## src/rtl/wdt2_pkg.sv

```systemverilog
package wdt2_pkg;
  // register port word select (reg_addr[3:2])
  localparam logic [1:0] SEL_PRE1 = 2'd0;
  localparam logic [1:0] SEL_PRE2 = 2'd1;
  localparam logic [1:0] SEL_STAT = 2'd2;
  localparam logic [1:0] SEL_CTRL = 2'd3;

  // key sequence on the control word
  localparam logic [15:0] KEY_FIRST  = 16'h0080;
  localparam logic [15:0] KEY_SECOND = 16'h0086;

  // control word bits
  localparam int CTRL_KICK = 8;
  localparam int CTRL_TMO  = 9;

  // configuration word bits
  localparam int CF_NORST = 5;
  localparam int CF_FAST  = 2;

  // lock word bits
  localparam int LK_LOCK = 0;
  localparam int LK_EN   = 1;
  localparam int LK_MODE = 2;

  typedef enum logic [1:0] {
    UL_IDLE  = 2'd0,
    UL_ARMED = 2'd1,
    UL_OPEN  = 2'd2
  } unlock_e;
endpackage

```

## src/rtl/wdt2_rst_sync.sv

```systemverilog
module wdt2_rst_sync #(
  parameter int STAGES = 2
) (
  input  logic clk,
  input  logic arst_n,
  output logic srst_n
);
  logic [STAGES-1:0] sh_q;

  always_ff @(posedge clk or negedge arst_n) begin
    if (!arst_n) sh_q <= '0;
    else         sh_q <= {sh_q[STAGES-2:0], 1'b1};
  end

  assign srst_n = sh_q[STAGES-1];
endmodule

```

## src/rtl/wdt2_unlock.sv

```systemverilog
module wdt2_unlock
  import wdt2_pkg::*;
(
  input  logic        clk,
  input  logic        rst_n,
  input  logic        wr_i,
  input  logic [1:0]  sel_i,
  input  logic [15:0] key_i,
  output logic        grant_o
);
  unlock_e state_q, state_d;
  logic    prot_wr;

  assign prot_wr = wr_i && (sel_i != SEL_STAT);
  assign grant_o = prot_wr && (state_q == UL_OPEN);

  always_comb begin
    state_d = state_q;
    if (wr_i) begin
      unique case (state_q)
        UL_IDLE:  state_d = (sel_i == SEL_CTRL && key_i == KEY_FIRST)  ? UL_ARMED : UL_IDLE;
        UL_ARMED: state_d = (sel_i == SEL_CTRL && key_i == KEY_SECOND) ? UL_OPEN  : UL_IDLE;
        default:  state_d = UL_IDLE;
      endcase
    end
  end

  always_ff @(posedge clk or negedge rst_n) begin
    if (!rst_n) state_q <= UL_IDLE;
    else        state_q <= state_d;
  end

  AST_ONE_SHOT: assert property (@(posedge clk) disable iff (!rst_n)
    grant_o |=> (state_q == UL_IDLE));
  AST_OPEN_FROM_ARMED: assert property (@(posedge clk) disable iff (!rst_n)
    (state_q == UL_OPEN && $past(state_q) != UL_OPEN) |-> ($past(state_q) == UL_ARMED));
endmodule

```

## src/rtl/wdt2_prescaler.sv

```systemverilog
module wdt2_prescaler #(
  parameter int SLOW_LG = 15,
  parameter int FAST_LG = 5
) (
  input  logic clk,
  input  logic rst_n,
  input  logic run_i,
  input  logic clr_i,
  input  logic fast_i,
  output logic tick_o
);
  logic [SLOW_LG-1:0] div_q, div_d;

  always_comb begin
    if (!run_i || clr_i) div_d = '0;
    else                 div_d = div_q + 1'b1;
  end

  always_ff @(posedge clk or negedge rst_n) begin
    if (!rst_n) div_q <= '0;
    else        div_q <= div_d;
  end

  assign tick_o = run_i && (fast_i ? (&div_q[FAST_LG-1:0]) : (&div_q));

  AST_TICK_GAP: assert property (@(posedge clk) disable iff (!rst_n)
    tick_o |=> !tick_o);
endmodule

```

## src/rtl/wdt2_stages.sv

```systemverilog
module wdt2_stages #(
  parameter int CNT_W = 20
) (
  input  logic             clk,
  input  logic             rst_n,
  input  logic             run_i,
  input  logic             reload_i,
  input  logic             tick_i,
  input  logic             periodic_i,
  input  logic [CNT_W-1:0] pre1_i,
  input  logic [CNT_W-1:0] pre2_i,
  output logic             s1_exp_o,
  output logic             s2_exp_o,
  output logic             expired_o
);
  logic             second_q, second_d;
  logic             done_q, done_d;
  logic [CNT_W-1:0] cnt_q, cnt_d;

  always_comb begin
    second_d = second_q;
    done_d   = done_q;
    cnt_d    = cnt_q;
    s1_exp_o = 1'b0;
    s2_exp_o = 1'b0;
    if (!run_i || reload_i) begin
      second_d = 1'b0;
      done_d   = 1'b0;
      cnt_d    = pre1_i;
    end else if (tick_i && !done_q) begin
      if (cnt_q != '0) begin
        cnt_d = cnt_q - 1'b1;
      end else if (!second_q) begin
        s1_exp_o = 1'b1;
        second_d = 1'b1;
        cnt_d    = pre2_i;
      end else begin
        s2_exp_o = 1'b1;
        if (periodic_i) begin
          second_d = 1'b0;
          cnt_d    = pre1_i;
        end else begin
          done_d = 1'b1;
        end
      end
    end
  end

  always_ff @(posedge clk or negedge rst_n) begin
    if (!rst_n) begin
      second_q <= 1'b0;
      done_q   <= 1'b0;
      cnt_q    <= '0;
    end else begin
      second_q <= second_d;
      done_q   <= done_d;
      cnt_q    <= cnt_d;
    end
  end

  assign expired_o = done_q;

  AST_HOLD_DISABLED: assert property (@(posedge clk) disable iff (!rst_n)
    !run_i |=> (cnt_q == $past(pre1_i)) && !done_q && !second_q);
endmodule

```

## src/rtl/wdt2_top.sv

```systemverilog
module wdt2_top
  import wdt2_pkg::*;
#(
  parameter int               CNT_W       = 20,
  parameter int               SLOW_LG     = 15,
  parameter int               FAST_LG     = 5,
  parameter logic [CNT_W-1:0] PRELOAD_RST = CNT_W'(1023)
) (
  input  logic        clk,
  input  logic        por_n,
  input  logic        rst_n,
  input  logic        reg_we,
  input  logic [3:0]  reg_addr,
  input  logic [31:0] reg_wdata,
  output logic [31:0] reg_rdata,
  input  logic        cfg_we,
  input  logic        cfg_sel,
  input  logic [15:0] cfg_wdata,
  output logic [15:0] cfg_rdata,
  output logic        irq,
  output logic        wdt_rst
);
  logic sys_in_n, por_s_n, sys_s_n;
  assign sys_in_n = por_n & rst_n;

  wdt2_rst_sync #(.STAGES(2)) u_por_sync (.clk(clk), .arst_n(por_n),    .srst_n(por_s_n));
  wdt2_rst_sync #(.STAGES(2)) u_sys_sync (.clk(clk), .arst_n(sys_in_n), .srst_n(sys_s_n));

  logic [1:0]       sel;
  logic             grant, kick, flag_clr, stat_clr;
  logic             tick, s1_exp, s2_exp, expired;
  logic [CNT_W-1:0] pre1_q, pre1_d, pre2_q, pre2_d;
  logic             norst_q, norst_d, fast_q, fast_d;
  logic [1:0]       itype_q, itype_d;
  logic             lock_q, lock_d, en_q, en_d, mode_q, mode_d;
  logic             sts_q, sts_d, tmo_q, tmo_d;

  assign sel = reg_addr[3:2];

  wdt2_unlock u_unlock (
    .clk(clk), .rst_n(sys_s_n), .wr_i(reg_we), .sel_i(sel),
    .key_i(reg_wdata[15:0]), .grant_o(grant)
  );

  assign kick     = grant && (sel == SEL_CTRL) && reg_wdata[CTRL_KICK];
  assign flag_clr = grant && (sel == SEL_CTRL) && reg_wdata[CTRL_TMO];
  assign stat_clr = reg_we && (sel == SEL_STAT) && reg_wdata[0];

  wdt2_prescaler #(.SLOW_LG(SLOW_LG), .FAST_LG(FAST_LG)) u_presc (
    .clk(clk), .rst_n(sys_s_n), .run_i(en_q), .clr_i(kick),
    .fast_i(fast_q), .tick_o(tick)
  );

  wdt2_stages #(.CNT_W(CNT_W)) u_stages (
    .clk(clk), .rst_n(sys_s_n), .run_i(en_q), .reload_i(kick), .tick_i(tick),
    .periodic_i(mode_q), .pre1_i(pre1_q), .pre2_i(pre2_q),
    .s1_exp_o(s1_exp), .s2_exp_o(s2_exp), .expired_o(expired)
  );

  // next-state for the register file
  always_comb begin
    pre1_d  = pre1_q;
    pre2_d  = pre2_q;
    norst_d = norst_q;
    fast_d  = fast_q;
    itype_d = itype_q;
    lock_d  = lock_q;
    en_d    = en_q;
    mode_d  = mode_q;
    if (grant && sel == SEL_PRE1) pre1_d = reg_wdata[CNT_W-1:0];
    if (grant && sel == SEL_PRE2) pre2_d = reg_wdata[CNT_W-1:0];
    if (cfg_we && !cfg_sel) begin
      norst_d = cfg_wdata[CF_NORST];
      fast_d  = cfg_wdata[CF_FAST];
      itype_d = cfg_wdata[1:0];
    end
    if (cfg_we && cfg_sel && !lock_q) begin
      lock_d = cfg_wdata[LK_LOCK];
      en_d   = cfg_wdata[LK_EN];
      mode_d = cfg_wdata[LK_MODE];
    end
    if (s1_exp)        sts_d = 1'b1;
    else if (stat_clr) sts_d = 1'b0;
    else               sts_d = sts_q;
    if (s2_exp && !mode_q) tmo_d = 1'b1;
    else if (flag_clr)     tmo_d = 1'b0;
    else                   tmo_d = tmo_q;
  end

  always_ff @(posedge clk or negedge sys_s_n) begin
    if (!sys_s_n) begin
      pre1_q  <= PRELOAD_RST;
      pre2_q  <= PRELOAD_RST;
      norst_q <= 1'b0;
      fast_q  <= 1'b0;
      itype_q <= 2'b11;
      lock_q  <= 1'b0;
      en_q    <= 1'b0;
      mode_q  <= 1'b0;
      sts_q   <= 1'b0;
    end else begin
      pre1_q  <= pre1_d;
      pre2_q  <= pre2_d;
      norst_q <= norst_d;
      fast_q  <= fast_d;
      itype_q <= itype_d;
      lock_q  <= lock_d;
      en_q    <= en_d;
      mode_q  <= mode_d;
      sts_q   <= sts_d;
    end
  end

  // timeout flag lives in the power-on domain only
  always_ff @(posedge clk or negedge por_s_n) begin
    if (!por_s_n) tmo_q <= 1'b0;
    else          tmo_q <= tmo_d;
  end

  assign irq     = sts_q && (itype_q != 2'b11);
  assign wdt_rst = expired && en_q && !mode_q && !norst_q;

  always_comb begin
    reg_rdata = '0;
    unique case (sel)
      SEL_PRE1: reg_rdata[CNT_W-1:0] = pre1_q;
      SEL_PRE2: reg_rdata[CNT_W-1:0] = pre2_q;
      SEL_STAT: reg_rdata[0]         = sts_q;
      default:  reg_rdata[CTRL_TMO]  = tmo_q;
    endcase
  end

  always_comb begin
    cfg_rdata = '0;
    if (cfg_sel) begin
      cfg_rdata[LK_LOCK] = lock_q;
      cfg_rdata[LK_EN]   = en_q;
      cfg_rdata[LK_MODE] = mode_q;
    end else begin
      cfg_rdata[CF_NORST] = norst_q;
      cfg_rdata[CF_FAST]  = fast_q;
      cfg_rdata[1:0]      = itype_q;
    end
  end

  AST_RST_NEEDS_FLAG: assert property (@(posedge clk) disable iff (!sys_s_n)
    wdt_rst |-> tmo_q);
  AST_LOCK_FREEZE: assert property (@(posedge clk) disable iff (!sys_s_n)
    lock_q |=> (lock_q && $stable(en_q)));
  AST_FLAG_STICKY: assert property (@(posedge clk) disable iff (!por_s_n)
    (tmo_q && !flag_clr) |=> tmo_q);
endmodule

```

## config.mk

```make
export PLATFORM = sky130hd
export DESIGN_NAME = wdt2_top
export DESIGN_NICKNAME = d
export VERILOG_FILES = /design/src/rtl/wdt2_pkg.sv /design/src/rtl/wdt2_rst_sync.sv /design/src/rtl/wdt2_unlock.sv /design/src/rtl/wdt2_prescaler.sv /design/src/rtl/wdt2_stages.sv /design/src/rtl/wdt2_top.sv
export SDC_FILE = /design/constraint.sdc
export NUM_CORES = 1
export LEC_CHECK = 0
export ABC_AREA = 1
export ABC_CLOCK_PERIOD_IN_PS = 3100
export BUFFER_PORTS_ARGS = -buffer_cell sky130_fd_sc_hd__clkbuf_2
export CAP_MARGIN = 25
export CORE_ASPECT_RATIO = 0.75
export CORE_MARGIN = 4
export CORE_UTILIZATION = 50
export CTS_CLUSTER_SIZE = 25
export DETAILED_ROUTE_END_ITERATION = 16
export GPL_TIMING_DRIVEN = 0
export PLACE_DENSITY = 0.71
export SLEW_MARGIN = 25
export SYNTH_ARGS = -nofsm -noshare
export SYNTH_HDL_FRONTEND = slang
export SYNTH_SLANG_ARGS = --single-unit
```

## constraint.sdc

```tcl
create_clock -name clk -period 3.1 [get_ports clk]
set_clock_uncertainty 0.15 [all_clocks]
set_input_delay 0.465 -clock clk [delete_from_list [all_inputs] [get_ports clk]]
set_output_delay 0.465 -clock clk [all_outputs]
set_load 0.005 [all_outputs]
```

### Yosys cells after proc, flatten, opt, wreduce, memory -nomap -nowiden

Index checks and enable logic that the tools add are counted.

* $add $sub $neg: 2
* reductions and logical operators: 40
* muxes and demuxes: 38
* equality and inequality tests: 12
* bitwise logic cells: 1

Operators by type and width (number)
* 20-bit 2-to-1 mux: 5
* 16-bit by 8-bit == test with 1-bit output (second input constant): 2
* 1-bit 2-to-1 mux: 25
* 1-bit logical AND: 21
* 10-bit one-hot mux with 2 select lines: 1
* 20-bit nonzero test: 1
* 20-bit by 1-bit subtractor with 20-bit output (second input constant): 1
* 8-bit one-hot mux with 2 select lines: 1
* 15-bit by 1-bit adder with 15-bit output (second input constant): 1
* 15-bit 2-to-1 mux: 1
* 15-bit AND reduction: 1
* 2-bit nonzero test: 4
* 2-bit == test (second input constant): 3
* 1-bit logical NOT: 6
* 2-bit != test (second input constant): 3
* 1-bit one-hot mux with 3 select lines: 2
* 5-bit AND reduction: 1
* 2-bit by 1-bit == test with 1-bit output (second input constant): 2
* 2-bit logical NOT: 2
* 4-bit != test (second input constant): 1
* 2-bit one-hot mux with 2 select lines: 1
* 2-bit AND reduction: 2
* 4-bit AND reduction: 1
* 3-bit 2-to-1 mux: 1
* 4 further kinds: 4

* output and inout port bits: 50
* register bits: 92
* word-level logic and storage cells: 110

### Longest topological paths before layout

Gate-level depths: netlist of run 1.

* depth after elaboration: 9
* depth in mapped cells: 12

### Hierarchy

Synthesis of run 1 repeated with hierarchy kept, for this count alone.

* cells, all modules: 850
* area total of the unflattened synthesis: 5739.3 um^2

By module, submodules not included
* wdt2_top: area each 2464.9 um^2, instances 1, cells each 325, sequential area each 1253.7 um^2
* wdt2_stages: area each 2125.8 um^2, instances 1, cells each 366, sequential area each 550.5 um^2
* wdt2_prescaler: area each 839.6 um^2, instances 1, cells each 115, sequential area each 375.4 um^2
* wdt2_unlock: area each 201.4 um^2, instances 1, cells each 38, sequential area each 50.0 um^2
* wdt2_rst_sync: area each 53.8 um^2, instances 2, cells each 3, sequential area each 50.0 um^2

### Least setup slack after synthesis of run 1

No wires, ideal clock.

* kind: register -> register
* from: register u_presc.div_q[0]
* to: register u_stages.cnt_q[3]
* setup time: 0.065 ns
* period minus slack after synthesis: 1.744 ns
* data arrival time: 1.529 ns
* stages on the path, launching flop included: 13
* setup slack: 1.356 ns
* cells stage by stage: dfrtp_1 ha_1 nand2_1 nor2_1 ha_1 nand2_1 nand2_1 nand2_1 nand2_1 o21ai_1 buf_4 nand2_1 nand2_1

* longest elaborated chain between the ends: 6

RTL lines
* start, declared: RTL line wdt2_prescaler.sv:12 `logic [SLOW_LG-1:0] div_q, div_d;`
* start signal, assigned: RTL line wdt2_prescaler.sv:21 `else div_q <= div_d;`
* 15-bit AND reduction / 5-bit AND reduction (equally long branches): RTL line wdt2_prescaler.sv:24 `assign tick_o = run_i && (fast_i ? (&div_q[FAST_LG-1:0]) : (&div_q));`
* 1-bit 2-to-1 mux *: RTL line wdt2_prescaler.sv:24
* 1-bit logical AND *: RTL line wdt2_prescaler.sv:24
* 1-bit logical AND *: RTL line wdt2_stages.sv:30 `end else if (tick_i && !done_q) begin`
* 2-bit nonzero test (no line) *
* 2-bit AND reduction (no line) *
* end signal, assigned: RTL line wdt2_stages.sv:57 `cnt_q <= cnt_d;`
* end, declared: RTL line wdt2_stages.sv:18 `logic [CNT_W-1:0] cnt_q, cnt_d;`

Mark *: on every way between the ends. The rest lies on a longest branch, timed or not.
A chain may end at the register's enable or synchronous reset.

### Worst setup path in the final report of run 1

* from: input reg_addr[2]
* to: output reg_rdata[9]

* longest elaborated chain between the ends: 2

RTL lines
* start, declared: RTL line wdt2_top.sv:13 `input logic [3:0] reg_addr,`
* 2-bit == test, or another cell as far along: RTL line wdt2_top.sv:125 `unique case (sel)`
* 1-bit one-hot mux with 3 select lines *: RTL line wdt2_top.sv:125
* end, declared: RTL line wdt2_top.sv:15 `output logic [31:0] reg_rdata,`

Marks and branches as above.

==> reports/metrics.csv, run 1 <==
metric,value,unit
"Slew Viols, Final",0,
cts repair resizes,0,
Avg Inst Size Synth,7.42,um2
Total Nets Final,894,
Syn Inst Count,736,
first-pass GRT wire length,24400,um
most frequent cells in the layout,"215 x nand2_1, 84 x inv_1, 69 x dfrtp_1",
ANT cells,0,
worst setup slack after placement,938,ps
Post-synth ARST share,1.00,
core area,10500,um2
hpwl dp,11100,um
Initial DRC Count,414,
"most common cell after layout, fill and taps aside",nand2_1,
Skew-Pair Late Insertion Delay,350,ps
"Worst Path Class, Setup",in -> out,
Mapped Area,5460,um2
Die Height,98.5,um
DRC errors left,0,
root buf cell,clkbuf_16,
Worst-path clk slew,60,ps
hold slack final,135,ps
"non-filler cells, final",973,
Leak,3.12,nW
Global Route Usage Sum,0.240,
fraction of layout cells with a size suffix above 1,0.195,
Avg WL per Cell,15.0,um
TritonCTS Buffers,9,
number of enable flip-flop cells after synthesis,0,
GP Congestion,0.908,
Final min period,2220,ps
port bufs,57,
Pwr Density,433,nW/um2
CTS Buffer Depth,2,
post-route ant nets,0,
Worst EP arrival,1610,ps
final worst slack,879,ps
"Area growth, synth to finish",17.0,%
CTS H-tree depth,3,
Pwr Total,2.76,mW
Hold Fails Final Rpt,0,
part of the Yosys area used for sequential elements,0.427,
status,"finished, final reports clean",
Die Area,12700,um2
"wirelength, routed",14600,um
CP Max Fanout,10,
initial antenna violation count,0,
Vias per Instance,5.33,
Max VDD drop,0.380,mV
CTS sink cnt,92,
post-CTS setup buffer count,0,
final worst-path cycle share,0.716,
maxcap violations,0,
CP required,2480,ps
vias in the first global route,4951,
IO Count,108,
Initial Util,0.522,
setup violators final,0,
Crit. End Element,output pin,
prevailing post-synth register cell,dfrtp_1,
Die X,129,um
YS warnings,0,
DR vias,5185,
TritonRoute pass-1 iters,5,
"Remaining Overflow, GRT",0,
largest net degree at the start of global routing,55,
unrepaired setup endpoints after global routing,no,
Max-Slew Margin vs Limit,0.622,
CP Launch Type,input pin,
slew of the pin with the lowest slew margin,566,ps
Yosys cell types,39,
#FFs+latches synth,92,
TritonCTS clock tree,yes,
worst min path class,reg -> async,
Cells after DPL,954,
final core utilization,0.611,
row count,32,
maximum clock frequency,450,MHz
## power breakdown
part	leakage (nW)	internal, mW	switching, mW
logic	1.96	0.106	0.145
registers	1.00	1.26	0.0532
clock network	0.156	0.736	0.464
## cells in the mapped netlist, types with 2 or more instances
cell type    n  area [um2]
a21oi_1      7        35.0
buf_2        4        20.0
buf_4       28         210
buf_6        4        45.0
clkbuf_1    15        56.3
conb_1       2        7.51
dfrtp_1     70        1750
dfstp_2     22         578
ha_1         4        50.1
inv_1       84         315
inv_2        2        7.51
nand2_1    215         807
nand2_2      3        18.8
nand3_1     49         245
nand3_2     12         120
nand3b_1     2        15.0
nand4_1     28         175
nor2_1      64         240
nor2_2       5        31.3
nor2_4       5        56.3
nor3_1      11        55.1
o21a_1       2        15.0
o21ai_0     58         290
o21ai_1      3        15.0
o221ai_1     2        17.5
o22ai_1     19         119
xnor2_1      2        17.5
xor2_1       3        26.3
## final timing paths
check                                        start                  to  slack (ps)  cells past startpoint
worst max-delay path                   reg_addr[2]        reg_rdata[9]         880                      7
worst min-delay path            u_sys_sync.sh_q[1]              lock_q         130                      0
worst max register to register   u_stages.cnt_q[0]  u_stages.cnt_q[12]         940                     12
worst min register to register  u_sys_sync.sh_q[1]              lock_q         130                      0
max in group asynchronous       u_sys_sync.sh_q[1]           pre2_q[3]        2010                      1
min in group clk                     reg_wdata[18]          pre2_q[18]         190                      3
## critical path, cell delays in order
cell and delay, ps:
clkbuf_2 120, inv_1 60, nor2_1 30, inv_1 70, clkbuf_1 450, o221ai_1 240
clkbuf_2 160
## per-stage QoR
step	TNS, ps	instance area [um2]
6_report	0	6390
5_1_grt	0	6390
4_1_cts	0	6390
3_5_place_dp	0	6030
3_3_place_gp	-41290	6000
2_1_floorplan	0	5550
## routing by layer
| layer | share of wire | GRT usage | up-vias | wire length, um |
|---|---|---|---|---|
| met5 | 0 | 0 | - | 0 |
| met4 | 0.017 | 0.0694 | 0 | 255 |
| met3 | 0.082 | 0.0590 | 19 | 1200 |
| met2 | 0.42 | 0.351 | 206 | 6180 |
| met1 | 0.48 | 0.355 | 2438 | 7000 |
| li1 | - | - | 2522 | - |
## flip-flops by register name, summed over array words and instances (netlist names), 2 cells and up
register	flops
itype_q	2
u_stages.cnt_q	20
pre1_q	20
u_sys_sync.sh_q	2
u_presc.div_q	15
pre2_q	20
u_por_sync.sh_q	2
u_unlock.state_q	2
## repair_timing
action / CTS / global route
hold buffers: 3 / 0
setup endpoints to repair: 0 / 0
endpoints found under the hold margin: 5 / 0
## area by class of cell
class | instances | area [um2]
Fill cell | 923 | 4060
Multi-Input combinational cell | 530 | 2540
Sequential cell | 92 | 2330
Buffer | 52 | 352
Timing Repair Buffer | 61 | 343
Inverter | 86 | 323
Clock buffer | 13 | 250
Tap cell | 136 | 170
Clock inverter | 3 | 71.3
## cell families (layout without fill, tap and decap cells)
group	after synthesis	in the layout	share of synthesized area
other	2	26	0.00138
AO/OA/AOI/OAI	96	96	0.0988
flip-flops	92	92	0.427
AND/OR/NAND/NOR	399	399	0.332
buffers and inverters	138	215	0.124
XOR/XNOR	5	5	0.00803
adder cells (fa/ha/maj)	4	4	0.00917
No activity file was read; power rests on OpenSTA's default activity.
==> run 2: changes to the inputs <==
Settings changed: ABC_CLOCK_PERIOD_IN_PS 3100 to 2100.
Clock period 3.1 ns to 2.1 ns, I/O delays scaled along.
==> run 2 against run 1 <==
Clock power increased by 24%. Non-clock buffer count rose by 2. First-iteration DRC count down 9.2%. Via count up 0.87%. Setup slack worse by 800 ps. Sequential share of layout area is 0.14 points lower. Clock-buffer cell count fell by 2. Global-route usage increased by 0.28 points. Critical path type is now reg -> reg. Largest power group unchanged. Highest routed layer unchanged.
==> reports/metrics.csv, run 2 (synthesis gave the netlist of run 1 again) <==
metric,value,unit,change
status,"finished, final reports clean",,
Avg WL per Cell,15.4,um,+2.3%
hpwl dp,11400,um,+2.6%
Skew-Pair Late Insertion Delay,340,ps,about the same
maxcap violations,0,,unchanged
placed cell areas,6030,um2,-0.12%
CTS sink cnt,92,,unchanged
Worst-path clk slew,70,ps,about the same
maximum clock frequency,495,MHz,
initial antenna violation count,0,,unchanged
"Remaining Overflow, GRT",0,,unchanged
"Worst Path Class, Setup",reg -> reg,,
most frequent cells in the layout,"213 x nand2_1, 83 x inv_1, 67 x dfrtp_1",,
Initial DRC Count,376,,-9.2%
Worst EP arrival,2100,ps,+490 ps
Vias per Instance,5.36,,+0.66%
root buf cell,clkbuf_16,,
TritonCTS Buffers,9,,unchanged
slew of the pin with the lowest slew margin,570,ps,+3.58 ps
Hold Fails Final Rpt,0,,unchanged
DRC errors left,0,,unchanged
Pwr Total,3.80,mW,+38%
GP Congestion,0.929,,+2.3%
ANT cells,0,,unchanged
Total Nets Final,896,,+0.22%
"setup slack, reg-to-reg",80,ps,-860 ps
Final min period,2020,ps,
Die X,129,um,unchanged
final non-filler cell area,6420,um2,+0.49%
core area,10500,um2,unchanged
post-route ant nets,0,,unchanged
CTS Buffer Depth,2,,unchanged
CP required,2180,ps,-300 ps
hold slack final,47.9,ps,-86.8 ps
largest net degree at the start of global routing,46,,-16%
Die Height,98.5,um,unchanged
vias in the first global route,5032,,+1.6%
Max VDD drop,0.470,mV,+23%
"wirelength, routed",15000,um,+2.5%
DR vias,5230,,+0.87%
worst min path class,in -> reg,,
Global Route Usage Sum,0.243,,+0.00276
"most common cell after layout, fill and taps aside",nand2_1,,
IO Count,108,,unchanged
first-pass GRT wire length,24900,um,+2.2%
Crit. End Element,register,,
TritonCTS clock tree,yes,,
biggest regs,"pre1_q x20, pre2_q x20, u_stages.cnt_q x20",,
port bufs,57,,unchanged
CP Max Fanout,10,,unchanged
Pwr Density,593,nW/um2,+37%
fraction of layout cells with a size suffix above 1,0.215,,+0.0198
setup violators final,0,,unchanged
Die Area,12700,um2,unchanged
final worst-path cycle share,0.962,,
row count,32,,unchanged
TritonRoute pass-1 iters,5,,unchanged
Max-Slew Margin vs Limit,0.620,,-0.00238
Initial Util,0.522,,unchanged
Leak,3.10,nW,-0.64%
"Slew Viols, Final",0,,unchanged
CTS H-tree depth,3,,unchanged
CP Launch Type,register,,
"Area growth, synth to finish",17.6,%,
-- run 2: layer usage --
metal,vias to the layer above,track usage,share of wire
met5,-,0,0
met1,2420,0.363,0.47
li1,2531,-,-
met4,0,0.0565,0.015
met2,257,0.365,0.44
met3,22,0.0477,0.078
-- run 2: power by group --
group | total, mW | switching [mW] | internal [mW]
registers | 1.94 | 0.0832 | 1.86
clock network | 1.49 | 0.682 | 0.807
logic | 0.370 | 0.214 | 0.156
total | 3.80 | 0.980 | 2.82
-- run 2: final cells by class --
class | count | area, um2
inverters | 86 | 323
clock inverters | 5 | 35.0
repair buffers | 63 | 350
multi-input cells | 530 | 2610
fillers | 921 | 4030
flip-flops and latches | 92 | 2340
well taps | 136 | 170
clock buffers | 11 | 233
plain buffers | 52 | 365
-- run 2: final timing paths --
path                               startpoint            endpoint  depth (start not counted)
max                         u_stages.cnt_q[1]  u_stages.cnt_q[10]                         12
min                             reg_wdata[16]          pre2_q[16]                          3
max reg2reg                 u_stages.cnt_q[1]  u_stages.cnt_q[10]                         12
min reg2reg                u_sys_sync.sh_q[1]              lock_q                          0
max in group asynchronous  u_sys_sync.sh_q[1]           pre2_q[8]                          1
min in group asynchronous               por_n  u_por_sync.sh_q[1]                          2
-- run 2: timing repair --
| item | 4_1_cts | 5_1_grt |
|---|---|---|
| endpoints found under the setup margin | 16 | 22 |
| cloned | 0 | 1 |
| endpoints found under the hold margin | 5 | 0 |
| pin swaps | 0 | 2 |
| setup buffers | 0 | 1 |
| gates resized for setup | 1 | 24 |
| hold buffers | 3 | 0 |
-- run 2: worst max-delay path: stages, from the launching register on --
cell and delay (ps):
dfrtp_1 390, inv_1 110, ha_4 160, nand2_1 50, nor2_1 100, nand3_1 120, nor2_4 190, nand2_2 110
nor2_4 130, a21oi_2 50, buf_4 180, nand2_1 90, nand2_1 50
-- run 2: metrics by stage --
stage,std cells,util,TNS (ps),worst slack [ps]
global placement,953,0.575,-2410,-41.0
CTS,973,0.605,0,36.5
global route,975,0.614,-344,-32.3
finish,975,0.614,0,79.6
floorplan,760,-,0,356
detailed placement,954,0.577,-30.4,-16.9
==> run 3: changes to the inputs <==
Settings changed: CORE_ASPECT_RATIO 0.75 to 1.25, PLACE_DENSITY 0.71 to 0.73.
==> run 3 against run 2 <==
Total power increased by 1.8%. Critical endpoint is now u_stages.cnt_q[17]. Final area increased by 0.82%. Fmax rose by 2.2%. Global-route usage down 1.1 points. First-iteration DRC count fell by 7.2%. Non-clock buffer count increased by 5. Setup slack improved by 44 ps. Cell count rose by 0.10%. Critical path type unchanged. Sequential cell count unchanged. Die area about the same. Sequential share of layout area decreased by 0.33 points. Critical path depth did not move.
==> reports/metrics.csv, run 3 (synthesis gave the netlist of run 1 again) <==
metric,value,unit,change
status,"finished, final reports clean",,
Final min period,1980,ps,-44.2 ps
GP Congestion,0.916,,-1.4%
Pwr Density,598,nW/um2,+0.92%
DRC errors left,0,,unchanged
DR vias,5215,,-0.29%
slew of the pin with the lowest slew margin,585,ps,+15.3 ps
clock share of power,0.405,,+0.013
Max-Slew Margin vs Limit,0.610,,-0.0102
Crit. End Element,register,,
Initial DRC Count,349,,-7.2%
"wirelength, routed",14500,um,-3.1%
IO Count,108,,unchanged
worst setup slack after placement,55.5,ps,+72.4 ps
Worst EP arrival,2060,ps,-40 ps
Pint,2.89,mW,+2.5%
maxcap violations,0,,unchanged
Comb power frac,0.094,,-0.003
initial antenna violation count,0,,unchanged
port bufs,57,,unchanged
TritonCTS clock tree,yes,,
Avg WL per Cell,14.9,um,-3.2%
hpwl dp,10900,um,-4.1%
"Worst Path Class, Setup",reg -> reg,,
first-pass GRT wire length,23500,um,-5.8%
Total Nets Final,901,,+0.56%
CTS H-tree depth,3,,unchanged
Cells after DPL,950,,-0.42%
Die Height,125,um,+27%
TritonCTS Buffers,9,,unchanged
Die Area,12700,um2,about the same
Hold Crit Start,cfg_wdata[0],,
Reg2Reg Capture Point,u_stages.cnt_q[17],,
Min-Delay Path Depth,3,,unchanged
row count,42,,+31%
R2R cell count,12,,unchanged
sequential power share,0.500,,-0.011
Global Route Usage Sum,0.232,,-0.0107
post-route ant nets,0,,unchanged
TritonRoute pass-1 iters,5,,unchanged
vias in the first global route,4886,,-2.9%
crit path launch,u_stages.cnt_q[0],,
setup TNS,0,ps,unchanged
Die X,101,um,-21%
most frequent cells in the layout,"210 x nand2_1, 83 x inv_1, 69 x dfrtp_1",,
setup violators final,0,,unchanged
Worst-path clk slew,70,ps,about the same
"Area growth, synth to finish",18.5,%,
"setup slack, reg-to-reg",120,ps,+40 ps
core area,10600,um2,+1.6%
CTS sink cnt,92,,unchanged
Initial Util,0.514,,-0.00813
CP required,2180,ps,about the same
worst min path class,in -> reg,,
fillcell total,952,,+3.4%
Vias per Instance,5.34,,-0.39%
ANT cells,0,,unchanged
CTS Buffer Depth,2,,unchanged
CP Launch Type,register,,
root buf cell,clkbuf_16,,
fraction of layout cells with a size suffix above 1,0.225,,+0.0106
final worst-path cycle share,0.941,,-0.0211
Switching Share,0.252,,-0.00555
Hold Path Sink,itype_q[0],,
final worst slack,124,ps,+44.2 ps
"most common cell after layout, fill and taps aside",nand2_1,,
Max VDD drop,0.506,mV,+7.8%
largest net degree at the start of global routing,56,,+22%
Hold Fails Final Rpt,0,,unchanged
Skew-Pair Late Insertion Delay,340,ps,about the same
Leak,3.14,nW,+1.4%
"Remaining Overflow, GRT",0,,unchanged
biggest regs,"pre1_q x20, pre2_q x20, u_stages.cnt_q x20",,
"Slew Viols, Final",0,,unchanged
switching power,975,uW,-0.44%
CP Max Fanout,10,,unchanged
maximum clock frequency,506,MHz,+2.2%
reg2reg start,u_stages.cnt_q[0],,
"non-filler cells, final",976,,+0.10%
[run 3: cell types whose count changed in the layout (fill, tap and decap cells not counted), sizes merged]
cell,before,now
buf,39,45
clkinv,2,3
clkbuf,84,83
clkinvlp,1,0
[run 3: area by class of cell]
cell class	count	area, um2	share of cell area
flip-flops and latches	92	2330	0.361
well taps	132	165	0.0255
clock inverters	5	33.8	0.00522
multi-input cells	530	2610	0.404
plain buffers	52	355	0.0549
clock buffers	11	254	0.0393
inverters	86	323	0.0499
repair buffers	68	393	0.0607
[run 3: power by group through the flow]
stage | Combinational [mW] | Clock [mW] | Sequential [mW]
final | 0.364 | 1.57 | 1.94
after floorplan | 0.200 | 0 | 1.95
after CTS | 0.361 | 1.58 | 1.93
after global placement | 0.321 | 0 | 1.98
after global routing | 0.411 | 1.66 | 1.95
after detailed placement | 0.354 | 0 | 1.97
[run 3: critical path, cell delays in order, from the launching register on]
cell and delay [ps]:
dfrtp_1 390, inv_2 90, ha_2 190, nand2_1 60, nor2_2 110, nand3_2 90
nor2_4 160, nand2_2 110, nor2_4 140, a21oi_2 50, buf_4 180, nand2_1 90
nand2_1 50
[run 3: worst max-delay path by stage]
stage | slack [ps] | endpoint | depth (start not counted)
finish | 120 | u_stages.cnt_q[17] | 12
global route | -8 | u_stages.cnt_q[13] | 12
CTS | 30 | u_stages.cnt_q[17] | 12
detailed placement | 60 | u_stages.cnt_q[9] | 12
global placement | -20 | u_stages.cnt_q[14] | 0
floorplan | 360 | u_stages.cnt_q[3] | 12
[run 3: repair_timing]
item                                    4_1_cts  5_1_grt
endpoints found under the setup margin        0       23
buffers inserted                              0        6
hold endpoints to repair                      5        0
gates resized for setup                       0       25
hold buffers                                  3        0
[run 3: through the flow]
step           hold slack, ps  cell area [um2]  power (mW)  utilization
5_1_grt                  73.7             6470        4.02        0.610
2_1_floorplan            -156             5550        2.15            -
4_1_cts                  40.0             6350        3.87        0.598
3_5_place_dp             -149             6030        2.32        0.568
3_3_place_gp             -153             6000        2.30        0.565
6_report                 43.7             6470        3.87        0.610
[run 3: routing by layer]
metal,share of wire,global-route usage,up-vias
met1,0.42,0.306,2397
met4,0.032,0.103,0
met5,0,0,-
met2,0.48,0.372,237
met3,0.071,0.0387,39
li1,-,-,2542
